==> src/rtl/plsr_pkg.sv <==
// Shared constants and types for the programmable-length shift register.
// Assumes a maximum length that is a power of two so every code is valid.
package plsr_pkg;
    localparam int unsigned PLSR_MAX_LEN     = 64;
    localparam int unsigned PLSR_LEN_W       = $clog2(PLSR_MAX_LEN);
    localparam int unsigned PLSR_SYNC_STAGES = 2;

    typedef logic [PLSR_LEN_W-1:0] plsr_len_t;
endpackage

==> src/rtl/plsr_sync_bit.sv <==
// Multi-flop synchronizer for one asynchronous level.
// Assumes STAGES >= 2; resets all flops to 0.
module plsr_sync_bit #(
    parameter int unsigned STAGES = 2
) (
    input  logic clk,
    input  logic rst_n,
    input  logic async_i,
    output logic sync_o
);
    logic [STAGES-1:0] chain_q;

    // Shift the asynchronous level through the flop chain.
    always_ff @(posedge clk) begin
        if (!rst_n) chain_q <= '0;
        else        chain_q <= {chain_q[STAGES-2:0], async_i};
    end

    assign sync_o = chain_q[STAGES-1];
endmodule

==> src/rtl/plsr_clr_ctrl.sv <==
// Clear control: the master clear acts at once, and its release is stretched
// by HOLD cycles so the qualifier pipelines refill before shifting resumes.
// A system reset behaves as a clear that is just being released.
module plsr_clr_ctrl #(
    parameter int unsigned SYNC_STAGES = 2
) (
    input  logic clk,
    input  logic rst_n,
    input  logic mclr_i,
    output logic clear_o
);
    localparam int unsigned HOLD = SYNC_STAGES + 1;

    logic [HOLD-1:0] hold_q;

    // Load the stretch pipe on clear or reset, then drain it with zeros.
    always_ff @(posedge clk) begin
        if (!rst_n || mclr_i) hold_q <= '1;
        else                  hold_q <= {hold_q[HOLD-2:0], 1'b0};
    end

    assign clear_o = mclr_i | hold_q[HOLD-1];
endmodule

==> src/rtl/plsr_strobe_gen.sv <==
// Turns the two qualifier pins into a single-cycle shift request.
// Index 0 acts on its rising edge while index 1 is low; index 1 acts on its
// falling edge while index 0 is high. Both conditions together still give
// one request. Assumes the pins are stable for more than SYNC_STAGES cycles.
module plsr_strobe_gen #(
    parameter int unsigned SYNC_STAGES = 2
) (
    input  logic       clk,
    input  logic       rst_n,
    input  logic [1:0] cp_i,
    output logic       strobe_o
);
    logic [1:0] cp_s;
    logic [1:0] cp_d;
    logic       up_rise;
    logic       dn_fall;

    for (genvar g = 0; g < 2; g++) begin : g_sync
        plsr_sync_bit #(.STAGES(SYNC_STAGES)) u_sync (
            .clk    (clk),
            .rst_n  (rst_n),
            .async_i(cp_i[g]),
            .sync_o (cp_s[g])
        );
    end

    // Keep the previous synchronized levels for edge detection.
    always_ff @(posedge clk) begin
        if (!rst_n) cp_d <= '0;
        else        cp_d <= cp_s;
    end

    // Qualify each edge with the other pin's current level.
    always_comb begin
        up_rise  = cp_s[0] & ~cp_d[0] & ~cp_s[1];
        dn_fall  = ~cp_s[1] & cp_d[1] & cp_s[0];
        strobe_o = up_rise | dn_fall;
    end
endmodule

==> src/rtl/plsr_stage_chain.sv <==
// Full-depth storage chain with a length-selected output tap.
// Every stage always shifts; the tap index picks the active length, so a
// length change never drops data. Clear empties the chain synchronously.
module plsr_stage_chain #(
    parameter int unsigned DEPTH = 64,
    parameter int unsigned LEN_W = $clog2(DEPTH)
) (
    input  logic             clk,
    input  logic             rst_n,
    input  logic             clear_i,
    input  logic             shift_i,
    input  logic             din_i,
    input  logic [LEN_W-1:0] tap_i,
    output logic             tap_o,
    output logic             head_o
);
    logic [DEPTH-1:0] stage_q;

    // Move all bits one stage toward the end on each shift request.
    always_ff @(posedge clk) begin
        if (!rst_n || clear_i) stage_q <= '0;
        else if (shift_i)      stage_q <= {stage_q[DEPTH-2:0], din_i};
    end

    assign tap_o  = stage_q[tap_i];
    assign head_o = stage_q[0];
endmodule

==> src/rtl/prog_len_shreg.sv <==
// Programmable-length serial shift register, 1 to MAX_LEN bits.
// Assumes the data and select inputs stay stable from a qualifier edge until
// the shift that edge produces (SYNC_STAGES + 1 system clocks).
module prog_len_shreg
    import plsr_pkg::*;
#(
    parameter int unsigned MAX_LEN     = PLSR_MAX_LEN,
    parameter int unsigned SYNC_STAGES = PLSR_SYNC_STAGES,
    localparam int unsigned LEN_W      = $clog2(MAX_LEN)
) (
    input  logic             clk,
    input  logic             rst_n,
    input  logic             mclr_i,
    input  logic [LEN_W-1:0] len_i,
    input  logic             src_sel_i,
    input  logic             din_a_i,
    input  logic             din_b_i,
    input  logic             cp_up_i,
    input  logic             cp_dn_i,
    output logic             q_o,
    output logic             qn_o
);
    logic clear_act;
    logic strobe;
    logic shift_en;
    logic serial_in;
    logic tap_bit;
    logic chain_head;

    plsr_clr_ctrl #(.SYNC_STAGES(SYNC_STAGES)) u_clr (
        .clk    (clk),
        .rst_n  (rst_n),
        .mclr_i (mclr_i),
        .clear_o(clear_act)
    );

    plsr_strobe_gen #(.SYNC_STAGES(SYNC_STAGES)) u_stb (
        .clk     (clk),
        .rst_n   (rst_n),
        .cp_i    ({cp_dn_i, cp_up_i}),
        .strobe_o(strobe)
    );

    // Block shifts during a clear and while its release is being stretched.
    assign shift_en  = strobe & ~clear_act;
    // Pick the serial source for recirculation or fresh data.
    assign serial_in = src_sel_i ? din_b_i : din_a_i;

    plsr_stage_chain #(.DEPTH(MAX_LEN), .LEN_W(LEN_W)) u_chain (
        .clk    (clk),
        .rst_n  (rst_n),
        .clear_i(clear_act),
        .shift_i(shift_en),
        .din_i  (serial_in),
        .tap_i  (len_i),
        .tap_o  (tap_bit),
        .head_o (chain_head)
    );

    // Force the outputs while clearing; otherwise drive the selected tap.
    always_comb begin
        q_o  = clear_act ? 1'b0 : tap_bit;
        qn_o = clear_act ? 1'b1 : ~tap_bit;
    end
endmodule

==> config.mk <==
export PLATFORM = sky130hd
export DESIGN_NAME = prog_len_shreg
export DESIGN_NICKNAME = d
export VERILOG_FILES = /design/src/rtl/plsr_pkg.sv /design/src/rtl/plsr_sync_bit.sv /design/src/rtl/plsr_clr_ctrl.sv /design/src/rtl/plsr_strobe_gen.sv /design/src/rtl/plsr_stage_chain.sv /design/src/rtl/prog_len_shreg.sv
export SDC_FILE = /design/constraint.sdc
export NUM_CORES = 1
export LEC_CHECK = 0
export BUFFER_PORTS_ARGS = -buffer_cell sky130_fd_sc_hd__buf_2
export CORE_ASPECT_RATIO = 1.25
export CORE_MARGIN = 2
export CORE_UTILIZATION = 51
export DETAILED_ROUTE_END_ITERATION = 7
export GPL_ROUTABILITY_DRIVEN = 0
export HOLD_SLACK_MARGIN = 0.08
export PLACE_DENSITY_LB_ADDON = 0.2
export SYNTH_ARGS = -nofsm -noshare
export SYNTH_HDL_FRONTEND = slang
export SYNTH_SLANG_ARGS = --single-unit
==> constraint.sdc <==
create_clock -name clk -period 1.5 [get_ports clk]
set_clock_uncertainty 0.2 [all_clocks]
set_input_delay 0.075 -clock clk [delete_from_list [all_inputs] [get_ports clk]]
set_output_delay 0.075 -clock clk [all_outputs]
set_load 0.02 [all_outputs]
==> flow_results.org <==
** Power
- Of the total power, combinational logic draws 0.042.
- The internal portion of the total power is 3.05 mW.
- Switching power summed over all nets :: 0.852 mW
- Maximum VDD drop :: 0.000840 V
- Fraction of power spent switching nets :: 0.218
- Sequential cell fraction of total power :: 0.500
- Total power :: 3.90 mW
- For this design the static power due to leakage is 1.80 nW.
- Of the total power, the clock network draws 0.459.
- P per Cell Area :: 746 nW/µm²

** Setup path
- Crit path max fanout :: 2
- The critical path is of the reg -> out type.
- Depth of the worst register-to-register path :: 9
- Worst R2R Setup Slack :: -0.40 ns
- STA puts the critical path data required time at 1.22 ns.
- The worst register-to-register path ends at u_chain.stage_q[40].
- Startpoint Class :: flip-flop
- Worst flop-to-flop path startpoint :: u_clr.hold_q[2]
- The worst setup path is captured at an output pin.
- Worst endpoint data arrival time :: 2.02 ns

** Logic synthesis
- Among all flip-flop cells after synthesis, the most frequent one is sky130_fd_sc_hd__dfxtp_1.
- In this run, synthesis inferred 0 flip-flops with an integrated enable.
- Post-synthesis sequential area ratio :: 0.479
- Synthesis handed over a netlist of 347 instances.
- Mapped cell area :: 3050 µm²
- Synthesized netlist net count :: 361
- Share of flip-flops with an asynchronous set or reset :: 0
- Synthesis inferred 73 register bits.
- Average cell area after synthesis :: 8.79 µm²
- Yosys warning count :: 0
- The number of different library cells used by synthesis comes to 31.

** GRT
- GR peak layer :: met2
- The initial antenna violation count is 0.
- GR Layer Usage met1 :: 0.339
- Entering global routing, the biggest net connects 40 pins.
- Met2 track demand over resource :: 0.483
- Global route total overflow :: 0
- The first global-routing pass estimated 14,300 µm of wire.
- Number of global-route vias before repair :: 2,971
- Total routing resource utilization after global routing :: 0.285
- Met3 track demand over resource in global routing :: 0.0502

** Run
- Reported max-cap violation count :: 0

** Finish
- Antenna diode instance count :: 0
- In the final design database the tool counted 463 nets.
- From synthesis to final layout, the design area changed by 71.3%.
- Layout Cells excl Fill :: 520
- Commonest non-fill, non-tap cells in the layout :: sky130_fd_sc_hd__buf_4, sky130_fd_sc_hd__dfxtp_1, sky130_fd_sc_hd__nand2_1, sky130_fd_sc_hd__a21oi_2, sky130_fd_sc_hd__nand2_4
- Number of fill cells in the layout :: 220
- Register Area :: 1470 µm²
- Combined area of the multi-input logic cells :: 2260 µm²
- Share of post-route cells with drive strength above 1 :: 0.641

** Clocking
- In this run, CTS created clock tree buffers numbering 9.
- TritonCTS built the clock tree.
- The H-tree was split into 3 levels.
- After clock tree synthesis, the flow added hold-fix buffers numbering 7.
- Maximum buffer depth of the clock tree :: 2
- After clock tree synthesis, the clock-pin slew on the worst setup and hold paths is 0.08 ns.
- CTS saw 73 sinks.
- Clock tree synthesis selected as its root buffer the cell sky130_fd_sc_hd__clkbuf_8.
- The later pin in the worst-skew pair is clocked with a latency of 0.35 ns.

** Placed design
- Count of buffers from port buffering :: 15
- DP Cell Count :: 478
- Worst Setup Slack post-DPL :: -0.591 ns
- Placed wire-length estimate :: 4500 µm

** Drt
- Post-Route WL :: 12,200 µm
- Dividing the detail-routed wire length by the instance count gives 23.4 µm.
- In the routed design, unresolved DRC markers number 0.
- Remaining antenna violation count after routing :: 0
- DRT iter0 DRCs :: 317
- Number of optimization iterations in the first detailed-route pass :: 7
- Ratio of routed vias to standard cells :: 6.30
- Vias :: 3,275

** Floorplanning
- Die extent in y :: 90.5 µm
- Width of the die :: 73.2 µm
- In this run the count of I/O pins placed on the die edge is 16.
- Row generation in the floorplan step produced 31 rows.
- The initial utilization of the core area, before any placement, comes to 0.528.
- The die covers 6620 µm².
- Placeable Area :: 5780 µm²

** STA
- Final Hold Slack :: -0.157 ns
- Derived from the worst setup path, the maximum achievable clock frequency is 435 MHz.
- Final setup violation count :: 66
- The number of max-slew violations in the final report is 0.
- The hold violation total from the final report came to 3.
- After layout, the minimum clock period comes to 2.30 ns.
- Of the available clock period, the critical path in the final layout requires 1.53.
- Across all setup checks in the final design, the least slack found is -0.796 ns.
- Setup repair after global routing could not meet its margin everywhere.
- The worst pin sits at a relative slew slack of 0.662.
- For the pin with the worst max-slew slack, the measured transition is 0.505 ns.

** Min path
- Endpoint of the worst hold path :: u_clr.hold_q[0]
- Path category of the worst min-delay check :: in -> reg
- Number of stages on the worst hold path :: 3
- The worst hold path begins at mclr_i.

** Status
- Status :: finished with violations
- Violations in the final reports :: hold timing, setup timing
-- worst max path at each step --
stage | startpoint | end | depth (start not counted)
4_1_cts | u_chain.stage_q[7] | q_o | 5
3_5_place_dp | len_i[1] | q_o | 7
6_report | u_chain.stage_q[53] | qn_o | 5
5_1_grt | u_chain.stage_q[30] | qn_o | 5
3_3_place_gp | len_i[1] | q_o | 7
2_1_floorplan | u_chain.stage_q[25] | qn_o | 4
-- metrics by stage --
stage | area [µm²] | setup TNS, ns | hold slack [ns] | utilization
finish | 5230 | -15.20 | -0.157 | 0.904
global route | 5230 | -18.59 | -0.135 | 0.904
CTS | 4380 | -9.08 | -0.110 | 0.759
detailed placement | 3720 | -1.37 | 0.0894 | 0.644
global placement | 3720 | -1.30 | 0.0838 | 0.644
floorplan | 3080 | -0.322 | -0.00414 | -
-- cells by family after synthesis --
group	after synthesis	synth area share
AO/OA/AOI/OAI	73	0.130
flip-flops	73	0.479
buffers and inverters	26	0.0414
multiplexers	20	0.140
AND/OR/NAND/NOR	155	0.210
-- timing repair --
item,4_1_cts,5_1_grt
endpoints found under the hold margin,10,3
resized for setup,37,206
buffers inserted,7,3
gates cloned,7,4
pin swaps,11,121
setup endpoints to repair,40,66
-- cell usage after synthesis (all sizes together), types with 2 or more instances --
cell type,instances,area share
clkbuf,17,0.021
a21oi,63,0.10
mux4,15,0.12
a22oi,4,0.0098
and2,7,0.014
nand2,130,0.16
nor2b,3,0.0062
nand2b,4,0.0082
mux2,2,0.0074
mux2i,3,0.0098
nor2,4,0.0049
buf,8,0.019
dfxtp,73,0.48
-- power by group through the flow --
stage / clock network, mW / registers [mW] / logic [mW]
6_report: 1.79 / 1.95 / 0.163
5_1_grt: 1.86 / 1.95 / 0.170
4_1_cts: 1.77 / 1.95 / 0.144
3_5_place_dp: 0 / 1.99 / 0.120
3_3_place_gp: 0 / 1.99 / 0.117
2_1_floorplan: 0 / 1.99 / 0.0723
-- cell type report --
cell class | count | area share
clock buffer | 11 | 0.0290
clock inverter | 5 | 0.0148
inverter | 1 | 0.000718
multi-input combinational | 249 | 0.432
sequential | 73 | 0.281
tap | 66 | 0.0158
timing repair buffer | 115 | 0.226
-- sequential cells by signal, summed over array words and instances (netlist names) --
name,cells
u_chain.stage_q,64
u_stb.g_sync.u_sync.chain_q,4
u_clr.hold_q,3
u_stb.cp_d,2
-- worst max-delay path, stage by stage, from the launching register on --
cell and delay [ns]:
sky130_fd_sc_hd__dfxtp_1 0.33, sky130_fd_sc_hd__mux4_1 0.54, sky130_fd_sc_hd__a22oi_2 0.20, sky130_fd_sc_hd__a31oi_2 0.17
sky130_fd_sc_hd__a32oi_2 0.24, sky130_fd_sc_hd__buf_4 0.18
-- per-layer routing --
metal / part of all wire / wire length [µm]
met1: 0.37 / 4550
met2: 0.49 / 5980
met4: 0.060 / 733
met5: 0 / 0
met3: 0.074 / 897
(Power assumes the default switching activity.)
